--- config.mk ---
export PLATFORM = sky130hd
export DESIGN_NAME = cu_sequencer
export DESIGN_NICKNAME = d
export VERILOG_FILES = /design/src/rtl/cu_seq_pkg.sv /design/src/rtl/cu_seq_fsm.sv /design/src/rtl/cu_operand_latch.sv /design/src/rtl/cu_result_latch.sv /design/src/rtl/cu_sequencer.sv
export SDC_FILE = /design/constraint.sdc
export NUM_CORES = 1
export LEC_CHECK = 0
export ABC_AREA = 1
export BUFFER_PORTS_ARGS = -buffer_cell sky130_fd_sc_hd__buf_2
export CORE_ASPECT_RATIO = 0.75
export CORE_MARGIN = 2
export CORE_UTILIZATION = 47
export CTS_CLUSTER_DIAMETER = 40
export DETAILED_ROUTE_END_ITERATION = 8
export PLACE_DENSITY_LB_ADDON = 0.3
export SLEW_MARGIN = 20
export SYNTH_ARGS = -nofsm -noshare
export SYNTH_HDL_FRONTEND = slang
export SYNTH_HIERARCHICAL = 1
export SYNTH_SLANG_ARGS = --single-unit
--- constraint.sdc ---
create_clock -name clk -period 1.5 [get_ports clk]
set_input_delay 0.225 -clock clk [delete_from_list [all_inputs] [get_ports clk]]
set_output_delay 0.225 -clock clk [all_outputs]
set_load 0.02 [all_outputs]
--- src/rtl/cu_seq_pkg.sv ---
package cu_seq_pkg;

  localparam int CLS_W = 2;

  typedef enum logic [2:0] {
    ST_IDLE        = 3'd0,
    ST_WAIT_READ   = 3'd1,
    ST_DISPATCH    = 3'd2,
    ST_WAIT_RESULT = 3'd3,
    ST_WAIT_WRITE  = 3'd4,
    ST_DONE        = 3'd5
  } cu_state_t;

  // Bit 0 of the class marks an operation that produces no result.
  function automatic logic cls_has_result(input logic [CLS_W-1:0] cls);
    return !cls[0];
  endfunction

  // Advance only on the acknowledgement that the current blockage is gone.
  function automatic cu_state_t cu_next(
    input cu_state_t s,
    input logic      iss,
    input logic      has_res,
    input logic      rd_ack,
    input logic      pl_ack,
    input logic      res_ack,
    input logic      wr_ack
  );
    cu_state_t n;
    n = s;
    case (s)
      ST_IDLE:        if (iss)    n = ST_WAIT_READ;
      ST_WAIT_READ:   if (rd_ack) n = ST_DISPATCH;
      ST_DISPATCH: begin
        if (pl_ack) begin
          if (!has_res)     n = ST_DONE;
          else if (res_ack) n = ST_WAIT_WRITE;
          else              n = ST_WAIT_RESULT;
        end
      end
      ST_WAIT_RESULT: if (res_ack) n = ST_WAIT_WRITE;
      ST_WAIT_WRITE:  if (wr_ack)  n = ST_DONE;
      ST_DONE:        n = ST_IDLE;
      default:        n = ST_IDLE;
    endcase
    return n;
  endfunction

endpackage

--- src/rtl/cu_seq_fsm.sv ---
module cu_seq_fsm
  import cu_seq_pkg::*;
(
  input  logic             clk,
  input  logic             rst,
  input  logic             iss_valid,
  input  logic [CLS_W-1:0] iss_cls,
  input  logic             rd_gnt,
  input  logic             pl_ready,
  input  logic             res_valid,
  input  logic             wr_gnt,
  output cu_state_t        state,
  output logic [CLS_W-1:0] cls_q,
  output logic             has_res,
  output logic             ev_issue,
  output logic             ev_read_done,
  output logic             ev_dispatch,
  output logic             ev_result,
  output logic             ev_write_done
);

  cu_state_t state_nx;

  assign has_res       = cls_has_result(cls_q);
  assign ev_issue      = (state == ST_IDLE) && iss_valid;
  assign ev_read_done  = (state == ST_WAIT_READ) && rd_gnt;
  assign ev_dispatch   = (state == ST_DISPATCH) && pl_ready;
  assign ev_result     = res_valid && has_res &&
                         ((state == ST_WAIT_RESULT) || ev_dispatch);
  assign ev_write_done = (state == ST_WAIT_WRITE) && wr_gnt;

  always_comb begin
    state_nx = cu_next(state, iss_valid, has_res, rd_gnt, pl_ready,
                       res_valid, wr_gnt);
  end

  always_ff @(posedge clk) begin
    if (rst) begin
      state <= ST_IDLE;
      cls_q <= '0;
    end else begin
      state <= state_nx;
      if (ev_issue) cls_q <= iss_cls;
    end
  end

endmodule

--- src/rtl/cu_operand_latch.sv ---
module cu_operand_latch #(
  parameter int W     = 32,
  parameter int NOPER = 2
) (
  input  logic               clk,
  input  logic               rst,
  input  logic               cap,
  input  logic [NOPER*W-1:0] d,
  output logic [NOPER*W-1:0] q
);

  // One anonymous slot per operand; no register number is kept.
  for (genvar g = 0; g < NOPER; g++) begin : g_slot
    logic [W-1:0] slot_q;
    always_ff @(posedge clk) begin
      if (rst)      slot_q <= '0;
      else if (cap) slot_q <= d[g*W +: W];
    end
    assign q[g*W +: W] = slot_q;
  end

endmodule

--- src/rtl/cu_result_latch.sv ---
module cu_result_latch #(
  parameter int W = 32
) (
  input  logic         clk,
  input  logic         rst,
  input  logic         cap,
  input  logic [W-1:0] d,
  output logic [W-1:0] q
);

  always_ff @(posedge clk) begin
    if (rst)      q <= '0;
    else if (cap) q <= d;
  end

endmodule

--- src/rtl/cu_sequencer.sv ---
module cu_sequencer
  import cu_seq_pkg::*;
#(
  parameter int W     = 32,
  parameter int NOPER = 2
) (
  input  logic               clk,
  input  logic               rst,
  input  logic               iss_valid,
  input  logic [1:0]         iss_cls,
  output logic               rd_req,
  input  logic               rd_gnt,
  input  logic [NOPER*W-1:0] rd_data,
  output logic               pl_valid,
  input  logic               pl_ready,
  output logic [1:0]         pl_cls,
  output logic [NOPER*W-1:0] pl_ops,
  input  logic               res_valid,
  input  logic [W-1:0]       res_data,
  output logic               wr_req,
  input  logic               wr_gnt,
  output logic [W-1:0]       wr_data,
  output logic               busy,
  output logic               done
);

  cu_state_t        state;
  logic [CLS_W-1:0] cls_q;
  logic             has_res;
  logic             ev_issue;
  logic             ev_read_done;
  logic             ev_dispatch;
  logic             ev_result;
  logic             ev_write_done;

  cu_seq_fsm u_fsm (
    .clk           (clk),
    .rst           (rst),
    .iss_valid     (iss_valid),
    .iss_cls       (iss_cls),
    .rd_gnt        (rd_gnt),
    .pl_ready      (pl_ready),
    .res_valid     (res_valid),
    .wr_gnt        (wr_gnt),
    .state         (state),
    .cls_q         (cls_q),
    .has_res       (has_res),
    .ev_issue      (ev_issue),
    .ev_read_done  (ev_read_done),
    .ev_dispatch   (ev_dispatch),
    .ev_result     (ev_result),
    .ev_write_done (ev_write_done)
  );

  cu_operand_latch #(.W(W), .NOPER(NOPER)) u_opnd (
    .clk (clk),
    .rst (rst),
    .cap (ev_read_done),
    .d   (rd_data),
    .q   (pl_ops)
  );

  cu_result_latch #(.W(W)) u_res (
    .clk (clk),
    .rst (rst),
    .cap (ev_result),
    .d   (res_data),
    .q   (wr_data)
  );

  assign rd_req   = (state == ST_WAIT_READ);
  assign pl_valid = (state == ST_DISPATCH);
  assign wr_req   = (state == ST_WAIT_WRITE);
  assign done     = (state == ST_DONE);
  assign busy     = (state != ST_IDLE);
  assign pl_cls   = cls_q;

endmodule

# After elaboration in Yosys (flattened, before gate mapping)
# Cells that the tools add are included.
dict set report word_totals {
  regBits 101
  inputBits 105
  output_inout_bits 103
  elab_cells 33
}
dict set report classes {
  n_eq_ne 10
  mux 8
  reduce_logical 10
}
# operator n
set ops {}
lappend ops {{3-bit 2-to-1 mux} 7}
lappend ops {{3-bit one-hot mux with 5 select lines} 1}
lappend ops {{3-bit by 2-bit equality test with 1-bit output, second input constant} 2}
lappend ops {{3-bit equality test, second input constant} 2}
lappend ops {{2-bit by 1-bit inequality test with 1-bit output, second input constant} 3}
lappend ops {{1-bit logical AND} 5}
lappend ops {{5-bit AND reduction} 1}
lappend ops {{2-bit inequality test, second input constant} 2}
lappend ops {{3-bit by 1-bit equality test with 1-bit output, second input constant} 1}
lappend ops {{3-bit zero test} 1}
lappend ops {{3-bit nonzero test} 1}
lappend ops {{1-bit zero test} 1}
lappend ops {{1-bit logical OR} 1}

# Logic depth before layout (Yosys ltp)
dict set report depth {
  word_depth 4
  mapped_depth 10
  ltp_nobuf 9
}

# By module
# Netlist, hierarchy kept.
# module n_inst cells_per_inst area_each_um2 seq_area_each_um2
set by_module_without_submodules {}
lappend by_module_without_submodules {cu_operand_latch 1 405 2666.3 1281.2}
lappend by_module_without_submodules {cu_result_latch 1 203 1338.8 640.6}
lappend by_module_without_submodules {cu_seq_fsm 1 59 352.8 100.1}
lappend by_module_without_submodules {cu_sequencer 1 11 42.5 0.0}

# Worst setup path after synthesis
# Ideal clock, no wire load.
dict set report synth_path {
  kind {reg2reg}
  from {reg u_fsm.state[2]}
  to {reg u_res.q[22]}
  setup_ns 0.113
  t_arrival_ns 1.199
  required_ns 1.387
  setup_slack_ns 0.188
  path_stages_with_launch 11
  path_buffers 2
  synth_period_minus_slack_ns 1.312
  cell_sequence {dfxtp_1 -> inv_2 -> nand3_2 -> nor2_1 -> nor2_1 -> nor2_1 -> buf_6 -> buf_6 -> nand2_1 -> nand2_1 -> nor2_1}
}
dict set report synth_via {
  elab_chain_cells 4
  word_cells_on_any_way 5
  cone_classes {eq/ne (2); reduce/logical (3)}
}
# item line_no
set synth_lines {}
lappend synth_lines {{from (decl)} cu_seq_fsm.sv:12} ;# output cu_state_t state,
lappend synth_lines {{from (signal assigned)} cu_seq_fsm.sv:42} ;# state <= state_nx;
lappend synth_lines {{3-bit by 2-bit equality test with 1-bit output} cu_seq_fsm.sv:27} ;# assign ev_dispatch = (state == ST_DISPATCH) && pl_ready;
lappend synth_lines {{1-bit logical AND} cu_seq_fsm.sv:27}
lappend synth_lines {{net ev_dispatch} cu_sequencer.sv:32} ;# logic ev_dispatch;
lappend synth_lines {{1-bit logical OR} cu_seq_fsm.sv:29} ;# ((state == ST_WAIT_RESULT) || ev_dispatch);
lappend synth_lines {{1-bit logical AND} cu_seq_fsm.sv:28} ;# assign ev_result = res_valid && has_res &&
lappend synth_lines {{net ev_result} cu_sequencer.sv:33} ;# logic ev_result;
lappend synth_lines {{to (signal assigned)} cu_result_latch.sv:12} ;# if (rst) q <= '0;
lappend synth_lines {{to (signal assigned)} cu_result_latch.sv:13} ;# else if (cap) q <= d;
lappend synth_lines {{to (decl)} cu_result_latch.sv:8} ;# output logic [W-1:0] q
# The timed path passes the listed nets, and every way through them passes these cells.
# A chain may end at the register's enable or synchronous reset.

# Worst setup path after layout
dict set report layout_path {
  from {reg u_fsm.state[1]}
  to {out rd_req}
}
dict set report layout_via {
  elab_chain_cells 1
}
# item line_no
set layout_lines {}
lappend layout_lines {{3-bit by 1-bit equality test with 1-bit output} cu_sequencer.sv:71} ;# assign rd_req = (state == ST_WAIT_READ);
lappend layout_lines {{to (decl)} cu_sequencer.sv:11} ;# output logic rd_req,
# Every way passes these cells.

==> report_table.html <==
<table>
<tr><th>Metric</th><th>Value</th></tr>
<tr><th colspan="2">Logic synthesis</th></tr>
<tr><td>Net Count, Synth</td><td>782</td></tr>
<tr><td>Mean area per synthesized cell</td><td>6.49 um^2</td></tr>
<tr><td>Cell area after technology mapping</td><td>0.00440 mm^2</td></tr>
<tr><td>Cells after synthesis</td><td>677</td></tr>
<tr><td>Number of synthesis warnings</td><td>6</td></tr>
<tr><th colspan="2">Die</th></tr>
<tr><td>Width of the die</td><td>116 um</td></tr>
<tr><td>Total core area</td><td>0.00908 mm^2</td></tr>
<tr><td>DIE AREA</td><td>0.0102 mm^2</td></tr>
<tr><td>Row Count</td><td>30</td></tr>
<tr><td>Y dimension of the die</td><td>87.8 um</td></tr>
<tr><td>Boundary pin count</td><td>208</td></tr>
<tr><td>Starting density of the core</td><td>0.484</td></tr>
<tr><th colspan="2">Pwr</th></tr>
<tr><td>Maximum VDD drop</td><td>0.900 mV</td></tr>
<tr><td>Sum of internal, switching and leakage power</td><td>9440 uW</td></tr>
<tr><td>Reported leakage power</td><td>0.00335 uW</td></tr>
<tr><td>Power density over the cells</td><td>1640 mW/mm^2</td></tr>
<tr><th colspan="2">Critical path</th></tr>
<tr><td>WP data required</td><td>1270 ps</td></tr>
<tr><td>Largest fanout on the critical path</td><td>4</td></tr>
<tr><td>Setup slack on the worst flop-to-flop path</td><td>170 ps</td></tr>
<tr><td>Critical path start-end classification</td><td>flop to output pin</td></tr>
<tr><td>Largest delay share family, worst path</td><td>buffers and inverters</td></tr>
<tr><td>Delay of the slowest cell on the worst path</td><td>340 ps</td></tr>
<tr><td>Library cell contributing the largest single delay on the critical path</td><td>sky130_fd_sc_hd__dfxtp_2</td></tr>
<tr><td>Arrival time reported for the critical path endpoint</td><td>1170 ps</td></tr>
<tr><td>Critical Path, Cell by Cell</td><td>buf_4 -&gt; inv_2 -&gt; nand2_1 -&gt; nor2_1 -&gt; buf_2</td></tr>
<tr><td>Critical path launch point type</td><td>flop</td></tr>
<tr><td>Reg-to-reg startpoint</td><td>u_fsm/state[2]</td></tr>
<tr><td>Number of buffers and inverters on the critical path</td><td>3</td></tr>
<tr><td>End of the worst register-to-register path</td><td>u_res/q[15]</td></tr>
<tr><td>Depth of the most critical reg-to-reg path</td><td>9</td></tr>
<tr><td>Endpoint class of the critical path</td><td>output pin</td></tr>
<tr><th colspan="2">Timing</th></tr>
<tr><td>Count of final max-slew check failures</td><td>0</td></tr>
<tr><td>Worst hold margin</td><td>120 ps</td></tr>
<tr><td>Worst Max-Slew Pin Slew</td><td>332 ps</td></tr>
<tr><td>Final sum of negative setup slack</td><td>0 ps</td></tr>
<tr><td>Slew margin rel.</td><td>0.779</td></tr>
<tr><td>Number of hold violations in the final report</td><td>0</td></tr>
<tr><td>Final worst path period share</td><td>0.930</td></tr>
<tr><td>Final setup violation count</td><td>0</td></tr>
<tr><td>Unrepaired setup endpoints after global routing</td><td>false</td></tr>
<tr><td>Final critical-path required period</td><td>1390 ps</td></tr>
<tr><td>Highest achievable clock rate</td><td>0.717 GHz</td></tr>
<tr><td>Clock Skews</td><td>5.35 ps</td></tr>
<tr><th colspan="2">Route</th></tr>
<tr><td>Highest Signal Layer</td><td>met4</td></tr>
<tr><td>Final routed DRC violation total</td><td>0</td></tr>
<tr><td>Antenna Nets Post-Route</td><td>0</td></tr>
<tr><td>Met2 WL</td><td>4.40 mm</td></tr>
<tr><td>Final wirelength</td><td>9.87 mm</td></tr>
<tr><td>Vias per cell</td><td>4.14</td></tr>
<tr><td>Number of detailed-route iterations in the first pass</td><td>4</td></tr>
<tr><td>Routed wl met3</td><td>762 um</td></tr>
<tr><td>Count of routing violations after the opening detailed-route iteration</td><td>250</td></tr>
<tr><td>Detail-routed net length per standard cell</td><td>9.79 um</td></tr>
<tr><td>Met1 WL</td><td>4.56 mm</td></tr>
<tr><td>Vias after detailed routing</td><td>4177</td></tr>
<tr><th colspan="2">Clock tree</th></tr>
<tr><td>Register clock-pin slew on the reported worst setup and hold paths</td><td>60 ps</td></tr>
<tr><td>Max Root-Sink Buffers</td><td>2</td></tr>
<tr><td>CTS Root Buffer Type</td><td>sky130_fd_sc_hd__clkbuf_16</td></tr>
<tr><td>H-tree depth</td><td>3</td></tr>
<tr><td>Clk_lat worst skew</td><td>330 ps</td></tr>
<tr><td>TritonCTS clock tree</td><td>built</td></tr>
<tr><td>Number of clock buffers inserted by TritonCTS</td><td>9</td></tr>
<tr><td>Cts-stage hold buffer count</td><td>0</td></tr>
<tr><td>Total number of clock tree sinks</td><td>101</td></tr>
<tr><th colspan="2">Final layout</th></tr>
<tr><td>Fraction of layout cells with a size suffix above 1</td><td>0.286</td></tr>
<tr><td>Number of fill cells</td><td>890</td></tr>
<tr><td>Post-layout net count</td><td>982</td></tr>
<tr><td>Antenna cell count</td><td>0</td></tr>
<tr><td>Area added between synthesis and finish</td><td>30.7%</td></tr>
<tr><th colspan="2">GRT</th></tr>
<tr><td>Total Routing Usage GR</td><td>0.194</td></tr>
<tr><td>First-pass GRT wire length</td><td>15.9 mm</td></tr>
<tr><td>Pin count of the biggest net entering global routing</td><td>65</td></tr>
<tr><td>Antenna violations before repair</td><td>0</td></tr>
<tr><td>Number of global-route vias before repair</td><td>3602</td></tr>
<tr><td>Overflow left after global routing</td><td>0</td></tr>
<tr><th colspan="2">Run</th></tr>
<tr><td>Number of maximum-capacitance constraint violations</td><td>0</td></tr>
<tr><th colspan="2">Hold path</th></tr>
<tr><td>Hold Path Class</td><td>input port to flop</td></tr>
<tr><td>Min-delay src</td><td>rst</td></tr>
<tr><td>Hold depth</td><td>2</td></tr>
<tr><td>Capture endpoint of the worst hold path</td><td>u_fsm/cls_q[1]</td></tr>
<tr><th colspan="2">Run status</th></tr>
<tr><td>Result of the run</td><td>complete, no violations</td></tr>
<tr><th colspan="2">Placement</th></tr>
<tr><td>Placer congestion estimate</td><td>0.831</td></tr>
<tr><td>IO Port Bufs</td><td>207</td></tr>
<tr><td>Post-DP HPWL</td><td>7.21 mm</td></tr>
</table>
-- final cells by class --
| cell class | count | area, um^2 | area share |
|---|---|---|---|
| Sequential cell | 101 | 2020 | 0.352 |
| Multi-Input combinational cell | 434 | 1700 | 0.295 |
| Timing Repair Buffer | 219 | 1180 | 0.205 |
| Inverter | 112 | 420 | 0.0731 |
| Clock buffer | 12 | 256 | 0.0446 |
| Tap cell | 128 | 160 | 0.0279 |
| Clock inverter | 2 | 10.0 | 0.00174 |
-- layer usage --
| layer | track usage | vias to the layer above |
|---|---|---|
| li1 | - | 2315 |
| met1 | 0.240 | 1726 |
| met2 | 0.324 | 124 |
| met3 | 0.0637 | 12 |
| met4 | 0.0628 | 0 |
| met5 | 0 | - |
-- layout by cell type (no fill, tap or decap), drive strengths merged --
cell type    n
nand2      210
a31o         1
inv        112
nor2       209
o21ai        3
buf        219
clkbuf      12
nand3b       1
a21oi        3
dfxtp      101
nand3        6
clkinv       2
nand4        1
-- worst max path at each step --
stage | start | endpoint | cells after the start
2_1_floorplan | u_fsm/state[2] | u_res/q[22] | 10
3_3_place_gp | u_fsm/state[2] | u_res/q[15] | 9
3_5_place_dp | u_fsm/state[1] | u_opnd/g_slot[0].slot_q[26] | 7
4_1_cts | u_fsm/state[0] | pl_valid | 5
5_1_grt | u_fsm/state[1] | done | 5
6_report | u_fsm/state[1] | rd_req | 5
-- power breakdown --
group          total [uW]  leakage [uW]  internal (uW)  switching, uW
combinational        3680       0.00239           1330           2350
sequential           3660      0.000825           3350            316
clock                2100      0.000134           1190            909
total                9440       0.00335           5860           3580
-- flip-flops by register name, summed over array words and instances, names as in the netlist --
| signal | cells |
|---|---|
| u_fsm/cls_q | 2 |
| u_res/q | 32 |
| u_opnd/g_slot.slot_q | 64 |
| u_fsm/state | 3 |
-- through the flow --
step	cell area, um^2	setup slack (ps)	util	cells
CTS	5740	47.0	0.632	1008
finish	5750	105	0.633	1008
global route	5750	16.2	0.633	1008
detailed placement	5470	163	0.603	994
floorplan	4400	188	-	677
global placement	5470	186	0.603	994
-- repair_timing --
item,4_1_cts,5_1_grt
endpoints found under the setup margin,0,4
resized for setup,0,5
buffers inserted,0,0
Power figures use the tool's default switching activity.
